==> config.mk <==
export PLATFORM = sky130hd
export DESIGN_NAME = tdm_slot_assigner
export DESIGN_NICKNAME = d
export VERILOG_FILES = /design/src/rtl/tdm_ts_pkg.sv /design/src/rtl/tdm_ts_regs.sv /design/src/rtl/tdm_ts_counter.sv /design/src/rtl/tdm_ts_window.sv /design/src/rtl/tdm_slot_assigner.sv
export SDC_FILE = /design/constraint.sdc
export NUM_CORES = 1
export LEC_CHECK = 0
export BUFFER_PORTS_ARGS = -buffer_cell sky130_fd_sc_hd__buf_2
export CAP_MARGIN = 20
export CELL_PAD_IN_SITES_DETAIL_PLACEMENT = 1
export CELL_PAD_IN_SITES_GLOBAL_PLACEMENT = 1
export CORE_MARGIN = 4
export CORE_UTILIZATION = 48
export DETAILED_ROUTE_END_ITERATION = 6
export GPL_TIMING_DRIVEN = 0
export PLACE_DENSITY = 0.78
export SETUP_SLACK_MARGIN = 0.4
export SYNTH_ARGS = -nofsm -noshare
export SYNTH_HDL_FRONTEND = slang
export SYNTH_SLANG_ARGS = --single-unit
==> constraint.sdc <==
create_clock -name clk -period 2.35 [get_ports clk]
set_input_delay 0.1175 -clock clk [delete_from_list [all_inputs] [get_ports clk]]
set_output_delay 0.1175 -clock clk [all_outputs]
set_load 0.02 [all_outputs]
==> src/rtl/tdm_ts_pkg.sv <==
package tdm_ts_pkg;

  localparam int unsigned N_CH = 3;

  typedef struct packed {
    logic master;
    logic long_frame;
    logic split;
  } ts_ctrl_t;

  function automatic int unsigned win_len(int unsigned ch, int unsigned b_len,
                                          int unsigned d_len);
    return (ch == N_CH - 1) ? d_len : b_len;
  endfunction

endpackage

==> src/rtl/tdm_ts_regs.sv <==
module tdm_ts_regs
  import tdm_ts_pkg::*;
#(
  parameter int unsigned START_W = 8,
  parameter int unsigned ADDR_W  = 3
) (
  input  logic                            clk,
  input  logic                            rst,
  input  logic                            we,
  input  logic [ADDR_W-1:0]               addr,
  input  logic [START_W-1:0]              wdata,
  output logic [N_CH-1:0][START_W-1:0]    tx_shadow,
  output logic [N_CH-1:0][START_W-1:0]    rx_shadow,
  output ts_ctrl_t                        ctrl
);

  localparam logic [ADDR_W-1:0] CTRL_ADDR = ADDR_W'(2 * N_CH);

  for (genvar c = 0; c < N_CH; c++) begin : g_start
    always_ff @(posedge clk) begin
      if (rst) begin
        tx_shadow[c] <= '0;
        rx_shadow[c] <= '0;
      end else if (we) begin
        if (addr == ADDR_W'(c))        tx_shadow[c] <= wdata;
        if (addr == ADDR_W'(N_CH + c)) rx_shadow[c] <= wdata;
      end
    end
  end

  always_ff @(posedge clk) begin
    if (rst)                              ctrl <= '0;
    else if (we && addr == CTRL_ADDR)     ctrl <= ts_ctrl_t'(wdata[2:0]);
  end

  // the mode register moves only on a write to its own address
  a_r9_ctrl_hold: assert property (@(posedge clk) disable iff (rst)
    !(we && addr == CTRL_ADDR) |=> $stable(ctrl));

endmodule

==> src/rtl/tdm_ts_counter.sv <==
module tdm_ts_counter
  import tdm_ts_pkg::*;
#(
  parameter int unsigned FRAME_BITS = 512,
  parameter int unsigned START_W    = 8,
  localparam int unsigned POS_W     = $clog2(FRAME_BITS)
) (
  input  logic                         clk,
  input  logic                         rst,
  input  logic                         sync,
  input  logic [N_CH-1:0][START_W-1:0] shadow,
  output logic [POS_W-1:0]             pos,
  output logic                         run,
  output logic [N_CH-1:0][START_W-1:0] act
);

  localparam logic [POS_W-1:0] LAST = POS_W'(FRAME_BITS - 1);

  always_ff @(posedge clk) begin
    if (rst) begin
      pos <= '0;
      run <= 1'b0;
      act <= '0;
    end else if (sync) begin
      pos <= '0;
      run <= 1'b1;
      act <= shadow;
    end else if (run) begin
      if (pos == LAST) run <= 1'b0;
      else             pos <= pos + 1'b1;
    end
  end

  // a sampled sync opens position zero on the next cycle
  a_r2_sync_restart: assert property (@(posedge clk) disable iff (rst)
    sync |=> (run && pos == '0));

  // positions advance one per clock while running
  a_r2_step: assert property (@(posedge clk) disable iff (rst)
    (run && !sync && pos != LAST) |=> (run && pos == $past(pos) + 1'b1));

  // no wrap past the last bit of the frame
  a_r6_no_wrap: assert property (@(posedge clk) disable iff (rst)
    (run && !sync && pos == LAST) |=> !run);

  // active starts change only at a sync
  a_r5_hold_active: assert property (@(posedge clk) disable iff (rst)
    !sync |=> $stable(act));

endmodule

==> src/rtl/tdm_ts_window.sv <==
module tdm_ts_window #(
  parameter int unsigned FRAME_BITS = 512,
  parameter int unsigned START_W    = 8,
  parameter int unsigned LEN        = 8,
  localparam int unsigned POS_W     = $clog2(FRAME_BITS),
  localparam int unsigned SB_W      = START_W + 1,
  localparam int unsigned CMP_W     = ((POS_W > SB_W) ? POS_W : SB_W) + 2
) (
  input  logic               clk,
  input  logic               rst,
  input  logic [POS_W-1:0]   pos,
  input  logic               run,
  input  logic [START_W-1:0] start,
  output logic               strobe
);

  logic [CMP_W-1:0] p_ext, s_ext, e_ext, f_ext;
  logic             hit;

  always_comb begin
    p_ext = CMP_W'(pos);
    s_ext = CMP_W'({start, 1'b0});
    e_ext = s_ext + CMP_W'(LEN);
    f_ext = CMP_W'(FRAME_BITS);
    hit   = run && (p_ext >= s_ext) && (p_ext < e_ext) && (p_ext < f_ext);
  end

  always_ff @(posedge clk) begin
    if (rst) strobe <= 1'b0;
    else     strobe <= hit;
  end

  // a strobe always follows a running position count
  a_r4_needs_run: assert property (@(posedge clk) disable iff (rst)
    strobe |-> $past(run));

endmodule

==> src/rtl/tdm_slot_assigner.sv <==
module tdm_slot_assigner
  import tdm_ts_pkg::*;
#(
  parameter int unsigned FRAME_BITS = 512,
  parameter int unsigned START_W    = 8,
  parameter int unsigned ADDR_W     = 3,
  parameter int unsigned B_LEN      = 8,
  parameter int unsigned D_LEN      = 2
) (
  input  logic               clk,
  input  logic               rst,
  input  logic               fs_tx,
  input  logic               fs_rx,
  input  logic               cfg_we,
  input  logic [ADDR_W-1:0]  cfg_addr,
  input  logic [START_W-1:0] cfg_wdata,
  output logic [N_CH-1:0]    tx_en,
  output logic [N_CH-1:0]    rx_cap
);

  localparam int unsigned POS_W = $clog2(FRAME_BITS);

  logic [N_CH-1:0][START_W-1:0] tx_shadow, rx_shadow, tx_act, rx_act;
  ts_ctrl_t                     ctrl;
  logic                         split_eff, rx_sync;
  logic [POS_W-1:0]             tx_pos, rx_pos;
  logic                         tx_run, rx_run;

  tdm_ts_regs #(.START_W(START_W), .ADDR_W(ADDR_W)) u_regs (
    .clk(clk), .rst(rst), .we(cfg_we), .addr(cfg_addr), .wdata(cfg_wdata),
    .tx_shadow(tx_shadow), .rx_shadow(rx_shadow), .ctrl(ctrl)
  );

  // split syncs are forbidden with long frames and locked in master mode
  assign split_eff = ctrl.split && !ctrl.long_frame && !ctrl.master;
  assign rx_sync   = split_eff ? fs_rx : fs_tx;

  tdm_ts_counter #(.FRAME_BITS(FRAME_BITS), .START_W(START_W)) u_tx_cnt (
    .clk(clk), .rst(rst), .sync(fs_tx), .shadow(tx_shadow),
    .pos(tx_pos), .run(tx_run), .act(tx_act)
  );

  tdm_ts_counter #(.FRAME_BITS(FRAME_BITS), .START_W(START_W)) u_rx_cnt (
    .clk(clk), .rst(rst), .sync(rx_sync), .shadow(rx_shadow),
    .pos(rx_pos), .run(rx_run), .act(rx_act)
  );

  for (genvar c = 0; c < N_CH; c++) begin : g_chan
    localparam int unsigned LEN = win_len(c, B_LEN, D_LEN);

    tdm_ts_window #(.FRAME_BITS(FRAME_BITS), .START_W(START_W), .LEN(LEN)) u_tx_win (
      .clk(clk), .rst(rst), .pos(tx_pos), .run(tx_run), .start(tx_act[c]),
      .strobe(tx_en[c])
    );

    tdm_ts_window #(.FRAME_BITS(FRAME_BITS), .START_W(START_W), .LEN(LEN)) u_rx_win (
      .clk(clk), .rst(rst), .pos(rx_pos), .run(rx_run), .start(rx_act[c]),
      .strobe(rx_cap[c])
    );
  end

  // with a shared sync both counts move together
  a_r8_locked: assert property (@(posedge clk) disable iff (rst)
    (!split_eff && fs_tx) |=> (tx_pos == rx_pos && tx_run == rx_run));

  // in split operation the receive count follows its own sync
  a_r7_rx_own_sync: assert property (@(posedge clk) disable iff (rst)
    (split_eff && fs_rx) |=> (rx_run && rx_pos == '0));

endmodule

Word level (Yosys, flattened, before mapping) --
Index checks and enable logic that the tools add are counted.
Storage, ports and cells: register bits 125
Cells by class: eq/ne operators 8, add/subtract/negate cells 8, order comparisons 12, muxes and demuxes 7, bitwise operators 2, reduce and logical (&&, ||, !) cells 28
Operators with widths (count):
- 9-bit by 11-bit less-than comparator with 1-bit output | 6
- 9-bit greater-or-equal comparator | 6
- 9-bit by 4-bit adder with 10-bit output, second input constant | 4
- 9-bit by 2-bit adder with 10-bit output, second input constant | 2
- 9-bit by 1-bit adder with 9-bit output, second input constant | 2
- 9-bit equality test, second input constant | 2
- 2-bit AND reduction | 8
- 1-bit logical AND | 15
- 3-bit equality test, second input constant | 3
- 1-bit 2-to-1 mux | 7
- 3-bit by 2-bit equality test with 1-bit output, second input constant | 2
- 2-bit OR reduction | 2
- 3-bit by 1-bit equality test with 1-bit output, second input constant | 1
- 3-bit zero test | 1
- 1-bit zero test | 2
- 1-bit inverter | 2

Depth between registers and ports, before layout --
Gate-level depths: netlist of the first run.
word-level depth 5, gate-level depth with buffers 9, mapped depth without buffers 9

By module --
From an unflattened synthesis of the first run, not the netlist that was laid out.
Unflattened totals: cells, all modules 808, area total of the unflattened synthesis 7487.2 um^2
By module, submodules not included:
- tdm_ts_counter | times used 2, cells an instance 131, sequential area each 680.7 um^2, area each 1293.7 um^2
- tdm_ts_regs | times used 1, cells an instance 180, sequential area each 1021.0 um^2, area each 2030.7 um^2
- tdm_ts_window (g_chan[1].u_rx_win ...) | times used 2, cells an instance 59, sequential area each 20.0 um^2, area each 454.2 um^2
- tdm_ts_window (g_chan[0].u_rx_win ...) | times used 2, cells an instance 59, sequential area each 20.0 um^2, area each 452.9 um^2
- tdm_ts_window (g_chan[2].u_tx_win) | times used 1, cells an instance 64, sequential area each 20.0 um^2, area each 514.2 um^2
- tdm_ts_window (g_chan[2].u_rx_win) | times used 1, cells an instance 64, sequential area each 20.0 um^2, area each 513.0 um^2
- tdm_slot_assigner | times used 1, cells an instance 2, sequential area each 0.0 um^2, area each 27.5 um^2

Least setup slack after synthesis of the first run --
No wires, ideal clock.
path type register -> register, start register u_tx_cnt.act[18] (netlist name), end register g_chan[2].u_tx_win.strobe, cell stages (with the launch flop) 9, arrival time 1.948 ns, clock period less this slack 2.007 ns, path buffers 0, setup slack 0.343 ns, library setup time 0.059 ns, path through dfxtp_1 nand3_1 nor3_1 nand3_1 xnor2_1 ha_1 a2111o_1 a211oi_1 o32a_1
Between the ends: longest elaborated chain between the ends 3, elaborated cells on any way between the ends 5, classes of those cells add/sub (1); order compare (2); reduce/logical (2)
Ends and longest elaborated chain:
- from (decl) | line tdm_ts_counter.sv:14 | output logic [N_CH-1:0][START_W-1:0] act
- from (signal assigned) | line tdm_ts_counter.sv:27 | act <= shadow;
- 9-bit by 2-bit adder with 10-bit output or 9-bit greater-or-equal comparator (tied branches) | line tdm_ts_window.sv:23, tdm_ts_window.sv:25
- 9-bit by 11-bit less-than comparator with 1-bit output or 1-bit logical AND (tied branches) | line tdm_ts_window.sv:25 | hit = run && (p_ext >= s_ext) && (p_ext < e_ext) && (p_ext < f_ext);
- 1-bit logical AND (*) | line tdm_ts_window.sv:25
- to (signal assigned) | line tdm_ts_window.sv:30 | else strobe <= hit;
- to (decl) | line tdm_ts_window.sv:14 | output logic strobe
Every way passes the cells marked *; elsewhere a longest branch is shown, timed or not. A chain may end at the register's enable or synchronous reset.

Worst setup path after layout of the first run --
start register u_tx_cnt.act[16] (netlist name), end register g_chan[2].u_tx_win.strobe
The elaborated chain is that of the path after synthesis.

==> metrics.md, run 1 <==
| Metric | Value |
|---|---|
| Run status | `complete, no violations` |
| Setup Viol. Count Final | `0` |
| Seq cells post-synth | `125` |
| CTS buffer count | `17` |
| DP Area | `7540 sq um` |
| Synth async-reset ratio | `0` |
| Drt drc | `0` |
| Mapped Cells | `839` |
| Area contributors post-synth | `dfxtp_1, ha_1, nand2_1, mux2i_1, a21oi_1` |
| Number of flops mapped to enable cells by yosys | `0` |
| Adder-cell area share of the yosys netlist | `0.170` |
| Largest net degree at the start of global routing | `17` |
| Vias in the first global route | `6727` |
| DP Wirelength | `14400 microns` |
| Count of pins over their slew limit | `0` |
| Die width | `131 microns` |
| Fillcell total | `1701` |
| GP Congestion | `0.838` |
| Starting Density | `0.492` |
| Cell taking the most area after synthesis | `dfxtp_1` |
| Htree depth | `4` |
| Post-Synthesis Cell Area | `7210 sq um` |
| Synth top cells by count | `nand2_1, dfxtp_1, ha_1` |
| Warnings from Yosys | `0` |
| Clk sink count | `125` |
| DRT iter0 DRCs | `283` |
| First-pass GRT wire length | `33100 microns` |
| Fmax | `494 MHz` |
| Final #Nets | `1001` |
| Share of cells above drive strength 1 | `0.156` |
| Hold Vio Cnt, Final | `0` |
| Routed WL | `20400 microns` |
| Wire length per cell | `18.8 microns` |
| Port Buffers | `20` |
| WP buf/inv | `1` |
| Reg2Reg Launch Point | `u_tx_cnt.act[16]` |
| Critical setup path kind | `reg2reg` |
| Min-delay worst type | `in2reg` |
| Critical-path maximum fanout | `5` |
| RSZ-0062 raised after global routing | `true` |
| Die height | `131 microns` |
| CTS Root Cell | `clkbuf_16` |
| Via count | `6216` |
| Post-DRT Antenna Nets | `0` |
| Worst setup path start | `u_tx_cnt.act[16]` |
| Area growth from synthesis to layout | `17.0%` |
| Fin crit period | `2.02 ns` |
| Leakage | `0.00338 uW` |
| Max Cap Viol | `0` |
| Clock slew at reported path FFs | `0.06 ns` |
| Die Footprint | `17000 sq um` |
| Post-Synth XOR/XNOR Area | `0.0498` |
| Period utilisation layout | `0.861` |
| Gr ovfl total | `0` |
| Cell family with most CP delay | `compound AO/OA/AOI/OAI gates` |
| PwrDens | `638 nW/um^2` |
| Io pins | `22` |
| Sequential area share after synthesis | `0.347` |
| Via/cell ratio | `5.73` |
| Clk buf depth | `2` |
| Crit path cell chain | `inv_1 > nor3_4 > nand3_2 > xnor2_1 > ha_1 > a2111o_1 > a211oi_2 > o32a_1` |
| Slowest-stage cell, CP | `a2111o_1` |
| Mux contribution to synthesized area | `0.0663` |
| Worst EP required | `2.71 ns` |
| Arr. time, crit path | `2.38 ns` |
| Setup_tns | `0 ns` |
| GRT Total Usage | `0.249` |
| Netlist cell types | `49` |
| Share of the synthesized area in the top cell type | `0.347` |
| Max IR drop VDD | `0.000452 V` |
| Router iterations before antenna repair | `4` |
| CTS tree | `done` |
| Max transition margin | `0.573` |
| Cell Rows | `44` |
| Predominant post-synthesis flop cell | `dfxtp_1` |
| Cell area after layout | `8430 sq um` |
| Worst min-delay path startpoint | `cfg_wdata[7]` |
| Core box area | `14600 sq um` |
| Clock Latency Late Sink | `0.42 ns` |
| Crit path launch type | `flop` |
| Net count after synthesis | `953` |
| CP Capture Type | `flop` |
| Worst path max stage delay | `0.39 ns` |
| Worst hold margin | `0.0328 ns` |
| Largest family of logic cells by synthesized area | `simple AND/OR/NAND/NOR gates` |
| Initial antenna violation count | `1` |
| Clock Skew | `0.0122 ns` |
| Slew @ Worst Pin | `0.640 ns` |
| Count leader, synth | `nand2_1` |
| Post-synthesis compound-gate area fraction | `0.113` |
| Simple-gate area share of the yosys netlist | `0.203` |
| Avg Cell Area, Syn | `8.59 sq um` |
flip-flops by register name, indices dropped and copies added (netlist names), 3 cells and up:
register	cells
u_regs.rx_shadow	24
u_regs.tx_shadow	24
u_rx_cnt.pos	9
u_tx_cnt.act	24
g_chan.u_tx_win.strobe	3
u_regs.ctrl	3
u_tx_cnt.pos	9
g_chan.u_rx_win.strobe	3
u_rx_cnt.act	24
stage by stage:
stage	total power [uW]	worst slack, ns	instances	utilization
global route	5550	0.198	1085	0.576
CTS	5390	0.288	1080	0.570
detailed placement	2550	0.0757	1043	0.515
global placement	2530	0.170	1043	0.515
floorplan	2430	0.411	839	-
finish	5380	0.327	1085	0.576
cells by family (layout without fill, tap and decap cells):
| family | Yosys count | after routing |
|---|---|---|
| simple gates | 316 | 316 |
| compound gates | 131 | 131 |
| flops | 125 | 125 |
| fa+ha+maj | 98 | 98 |
| buf+inv | 82 | 143 |
| mux | 46 | 46 |
| xor+xnor | 41 | 41 |
| other cells | 0 | 1 |
per-layer routing:
metal | global-route usage | wire length (microns)
met1 | 0.322 | 9200
met5 | 0 | 0
met2 | 0.419 | 9950
met3 | 0.0472 | 874
met4 | 0.0799 | 337
cell type report:
cell class,instances,area [sq um],share of cell area
diodes,1,2.50,0.000297
flip-flops and latches,125,2550,0.303
repair buffers,29,171,0.0203
multi-input cells,632,4460,0.529
clock buffers,20,447,0.0530
clock inverters,12,193,0.0228
well taps,184,230,0.0273
inverters,52,195,0.0231
plain buffers,30,179,0.0212
repair_timing:
action | CTS | global route
resized for setup | 38 | 28
pin swaps | 4 | 8
endpoints found under the setup margin | 14 | 21
cloned | 1 | 0
buffers inserted | 4 | 4
hold buffers | 0 | 0
cell usage in the layout (no fill, tap or decap), types with 5 or more instances in the layout:
cell and n:
nand4_1 7, buf_6 5, a221oi_1 5, bufinv_16 5
mux2i_1 44, a21oi_1 77, nand2b_1 8, nand3_1 33
nor3_1 9, o211ai_1 10, and3_1 6, clkbuf_1 14
buf_4 16, nor2_1 68, inv_1 52, ha_1 94
xor2_1 10, buf_2 25, and4_1 6, clkbuf_16 17
dfxtp_2 21, xnor2_1 31, a21oi_2 7, dfxtp_1 98
a211oi_2 5, a21o_1 11, nand2_1 140, nor2b_1 8
dfxtp_4 6
worst reg2reg max path: stages, from the launching register on:
cell and delay (ns):
dfxtp_4 0.37, inv_1 0.08, nor3_4 0.23, nand3_2 0.12, xnor2_1 0.15, ha_1 0.29, a2111o_1 0.39, a211oi_2 0.16
o32a_1 0.19
power breakdown:
group | leakage (uW) | switching [uW] | internal [uW] | total, uW
sequential | 0.00103 | 30.6 | 2150 | 2180
clock | 0.000306 | 947 | 1900 | 2850
combinational | 0.00204 | 217 | 129 | 347
total | 0.00338 | 1200 | 4180 | 5380
final timing paths:
| path | to | slack (ns) | cells after the start |
|---|---|---|---|
| max | g_chan[2].u_tx_win.strobe | 0.33 | 8 |
| min | u_regs.tx_shadow[7] | 0.03 | 3 |
| max reg2reg | g_chan[2].u_tx_win.strobe | 0.33 | 8 |
| min reg2reg | u_rx_cnt.act[21] | 0.45 | 2 |
Note: power is estimated with default switching activity, not from simulation.
==> run 2: changes to the inputs <==
--- a/config.mk
+++ b/config.mk
@@ -5,6 +5,7 @@
 export SDC_FILE = /design/constraint.sdc
 export NUM_CORES = 1
 export LEC_CHECK = 0
+export ABC_CLOCK_PERIOD_IN_PS = 2350
 export BUFFER_PORTS_ARGS = -buffer_cell sky130_fd_sc_hd__buf_2
 export CAP_MARGIN = 20
 export CELL_PAD_IN_SITES_DETAIL_PLACEMENT = 1
@@ -14,6 +15,7 @@
 export DETAILED_ROUTE_END_ITERATION = 6
 export GPL_TIMING_DRIVEN = 0
 export PLACE_DENSITY = 0.78
+export RECOVER_POWER = 50
 export SETUP_SLACK_MARGIN = 0.4
 export SYNTH_ARGS = -nofsm -noshare
 export SYNTH_HDL_FRONTEND = slang
==> run 2 against run 1 <==
  * Clock power about the same
  * Sequential power barely moved
  * Final cell count did not move
  * Global-route usage stayed put
  * Via count did not move
  * Register-to-register slack about the same
  * Sequential share of layout area barely moved
  * Count of clock-buffer cells in the layout did not move
  * Routed wire length unchanged
  * Critical path depth did not move
  * Core utilization about the same
  * Non-clock buffer count unchanged
  * Critical path type unchanged
  * Critical endpoint unchanged
  * Largest cell class unchanged
==> metrics.md, run 2 (synthesis results as in run 1) <==
| Metric | Value |
|---|---|
| Run status | `complete, no violations` |
| Pwr Total | `5380 uW` |
| CTS buffer count | `17` |
| Max Cap Viol | `0` |
| Critical setup path kind | `reg2reg` |
| CP Depth | `8` |
| RSZ-0062 raised after global routing | `true` |
| Post-DRT Antenna Nets | `0` |
| CP Capture Type | `flop` |
| Pre-CTS setup slack | `0.0757 ns` |
| Router iterations before antenna repair | `4` |
| Die height | `131 microns` |
| Critical-path maximum fanout | `5` |
| Max transition margin | `0.573` |
| Drt drc | `0` |
| Worst EP required | `2.71 ns` |
| Via count | `6216` |
| Final #Nets | `1001` |
| Arr. time, crit path | `2.38 ns` |
| First-pass GRT wire length | `33100 microns` |
| Clock slew at reported path FFs | `0.06 ns` |
| Fin crit period | `2.02 ns` |
| Non-Filler Instances | `1085` |
| Area growth from synthesis to layout | `17.0%` |
| Initial antenna violation count | `1` |
| Routed WL | `20400 microns` |
| Hold Vio Cnt, Final | `0` |
| Max IR drop VDD | `0.000452 V` |
| DP Wirelength | `14400 microns` |
| Die Footprint | `17000 sq um` |
| DP Cell Count | `1043` |
| CTS Root Cell | `clkbuf_16` |
| Clk sink count | `125` |
| Hold path depth | `3` |
| Min-delay worst type | `in2reg` |
| Worst setup path start | `u_tx_cnt.act[16]` |
| Largest net degree at the start of global routing | `17` |
| Die width | `131 microns` |
| Count of pins over their slew limit | `0` |
| Port Buffers | `20` |
| Vias in the first global route | `6727` |
| Cell area after layout | `8430 sq um` |
| Commonest non-fill, non-tap cell in the layout | `nand2_1` |
| Io pins | `22` |
| DRT iter0 DRCs | `283` |
| Reg-to-reg slack, setup | `0.33 ns` |
| Core box area | `14600 sq um` |
| Crit path launch type | `flop` |
| PwrDens | `638 nW/um^2` |
| Clk buf depth | `2` |
| GRT Total Usage | `0.249` |
| Slew @ Worst Pin | `0.640 ns` |
| Reg2Reg Launch Point | `u_tx_cnt.act[16]` |
| Gr ovfl total | `0` |
| Wire length per cell | `18.8 microns` |
| Final setup margin | `0.327 ns` |
| Starting Density | `0.492` |
| Cell Rows | `44` |
| R2R depth | `8` |
| Period utilisation layout | `0.861` |
| Most frequent cells in the layout | `nand2_1, dfxtp_1, ha_1` |
| Worst path max stage delay | `0.39 ns` |
| Via/cell ratio | `5.73` |
| Share of cells above drive strength 1 | `0.151` |
| Leakage | `0.00337 uW` |
| R2R Path End | `g_chan[2].u_tx_win.strobe` |
| CP endpoint | `g_chan[2].u_tx_win.strobe` |
| Clock Skew | `0.0122 ns` |
| Crit path cell chain | `inv_1 > nor3_4 > nand3_2 > xnor2_1 > ha_1 > a2111o_1 > a211oi_2 > o32a_1` |
| CTS tree | `done` |
| Slowest-stage cell, CP | `a2111o_1` |
| Setup_tns | `0 ns` |
| DP Area | `7540 sq um` |
| Setup Viol. Count Final | `0` |
| Htree depth | `4` |
| Cell family with most CP delay | `compound AO/OA/AOI/OAI gates` |
| Fmax | `494 MHz` |
| Clock Latency Late Sink | `0.42 ns` |
| GP Congestion | `0.838` |
| WP buf/inv | `1` |
run 2: worst min-delay path by stage:
stage	from	end	slack [ns]
after detailed placement	cfg_wdata[7]	u_regs.tx_shadow[7]	0.45
after global routing	cfg_wdata[7]	u_regs.tx_shadow[7]	0.02
after global placement	cfg_wdata[7]	u_regs.rx_shadow[15]	0.44
after floorplan	cfg_wdata[0]	u_regs.rx_shadow[0]	0.25
final	cfg_wdata[7]	u_regs.tx_shadow[7]	0.03
after CTS	cfg_wdata[7]	u_regs.tx_shadow[7]	0.007
run 2: through the flow:
stage | utilization | hold WS [ns]
2_1_floorplan | - | 0.253
5_1_grt | 0.576 | 0.0208
4_1_cts | 0.570 | 0.00714
3_3_place_gp | 0.515 | 0.440
6_report | 0.576 | 0.0328
3_5_place_dp | 0.515 | 0.446
run 2: worst reg2reg max path, stage by stage, from the launching register on:
cell      delay (ns)
dfxtp_4         0.37
inv_1           0.08
nor3_4          0.23
nand3_2         0.12
xnor2_1         0.15
ha_1            0.29
a2111o_1        0.39
a211oi_2        0.16
o32a_1          0.19
run 2: what timing repair did:
action | CTS | global route
buffers inserted | 4 | 4
endpoints found under the hold margin | 0 | 0
gates cloned | 1 | 0
pin swaps | 4 | 8
resized for setup | 38 | 28
hold buffers | 0 | 0
setup endpoints to repair | 14 | 21
run 2: cell type report:
class,count,area (sq um)
Antenna cell,1,2.50
Buffer,30,179
Clock buffer,20,447
Clock inverter,12,193
Fill cell,1704,6220
Inverter,52,195
Multi-Input combinational cell,632,4460
Sequential cell,125,2550
Tap cell,184,230
Timing Repair Buffer,29,169
run 2: layer usage:
layer  vias up  wire [microns]  GRT usage
li1       2991               -          -
met1      3058            9200      0.322
met2       133            9950      0.419
met3        34             879     0.0472
met4         0             337     0.0799
met5         -               0          0
run 2: report_power, final:
| part | internal, uW | leakage [uW] | total [uW] | switching, uW |
|---|---|---|---|---|
| combinational | 129 | 0.00204 | 346 | 217 |
| sequential | 2150 | 0.00103 | 2180 | 30.6 |
| clock | 1900 | 0.000306 | 2850 | 947 |
| total | 4180 | 0.00337 | 5380 | 1200 |
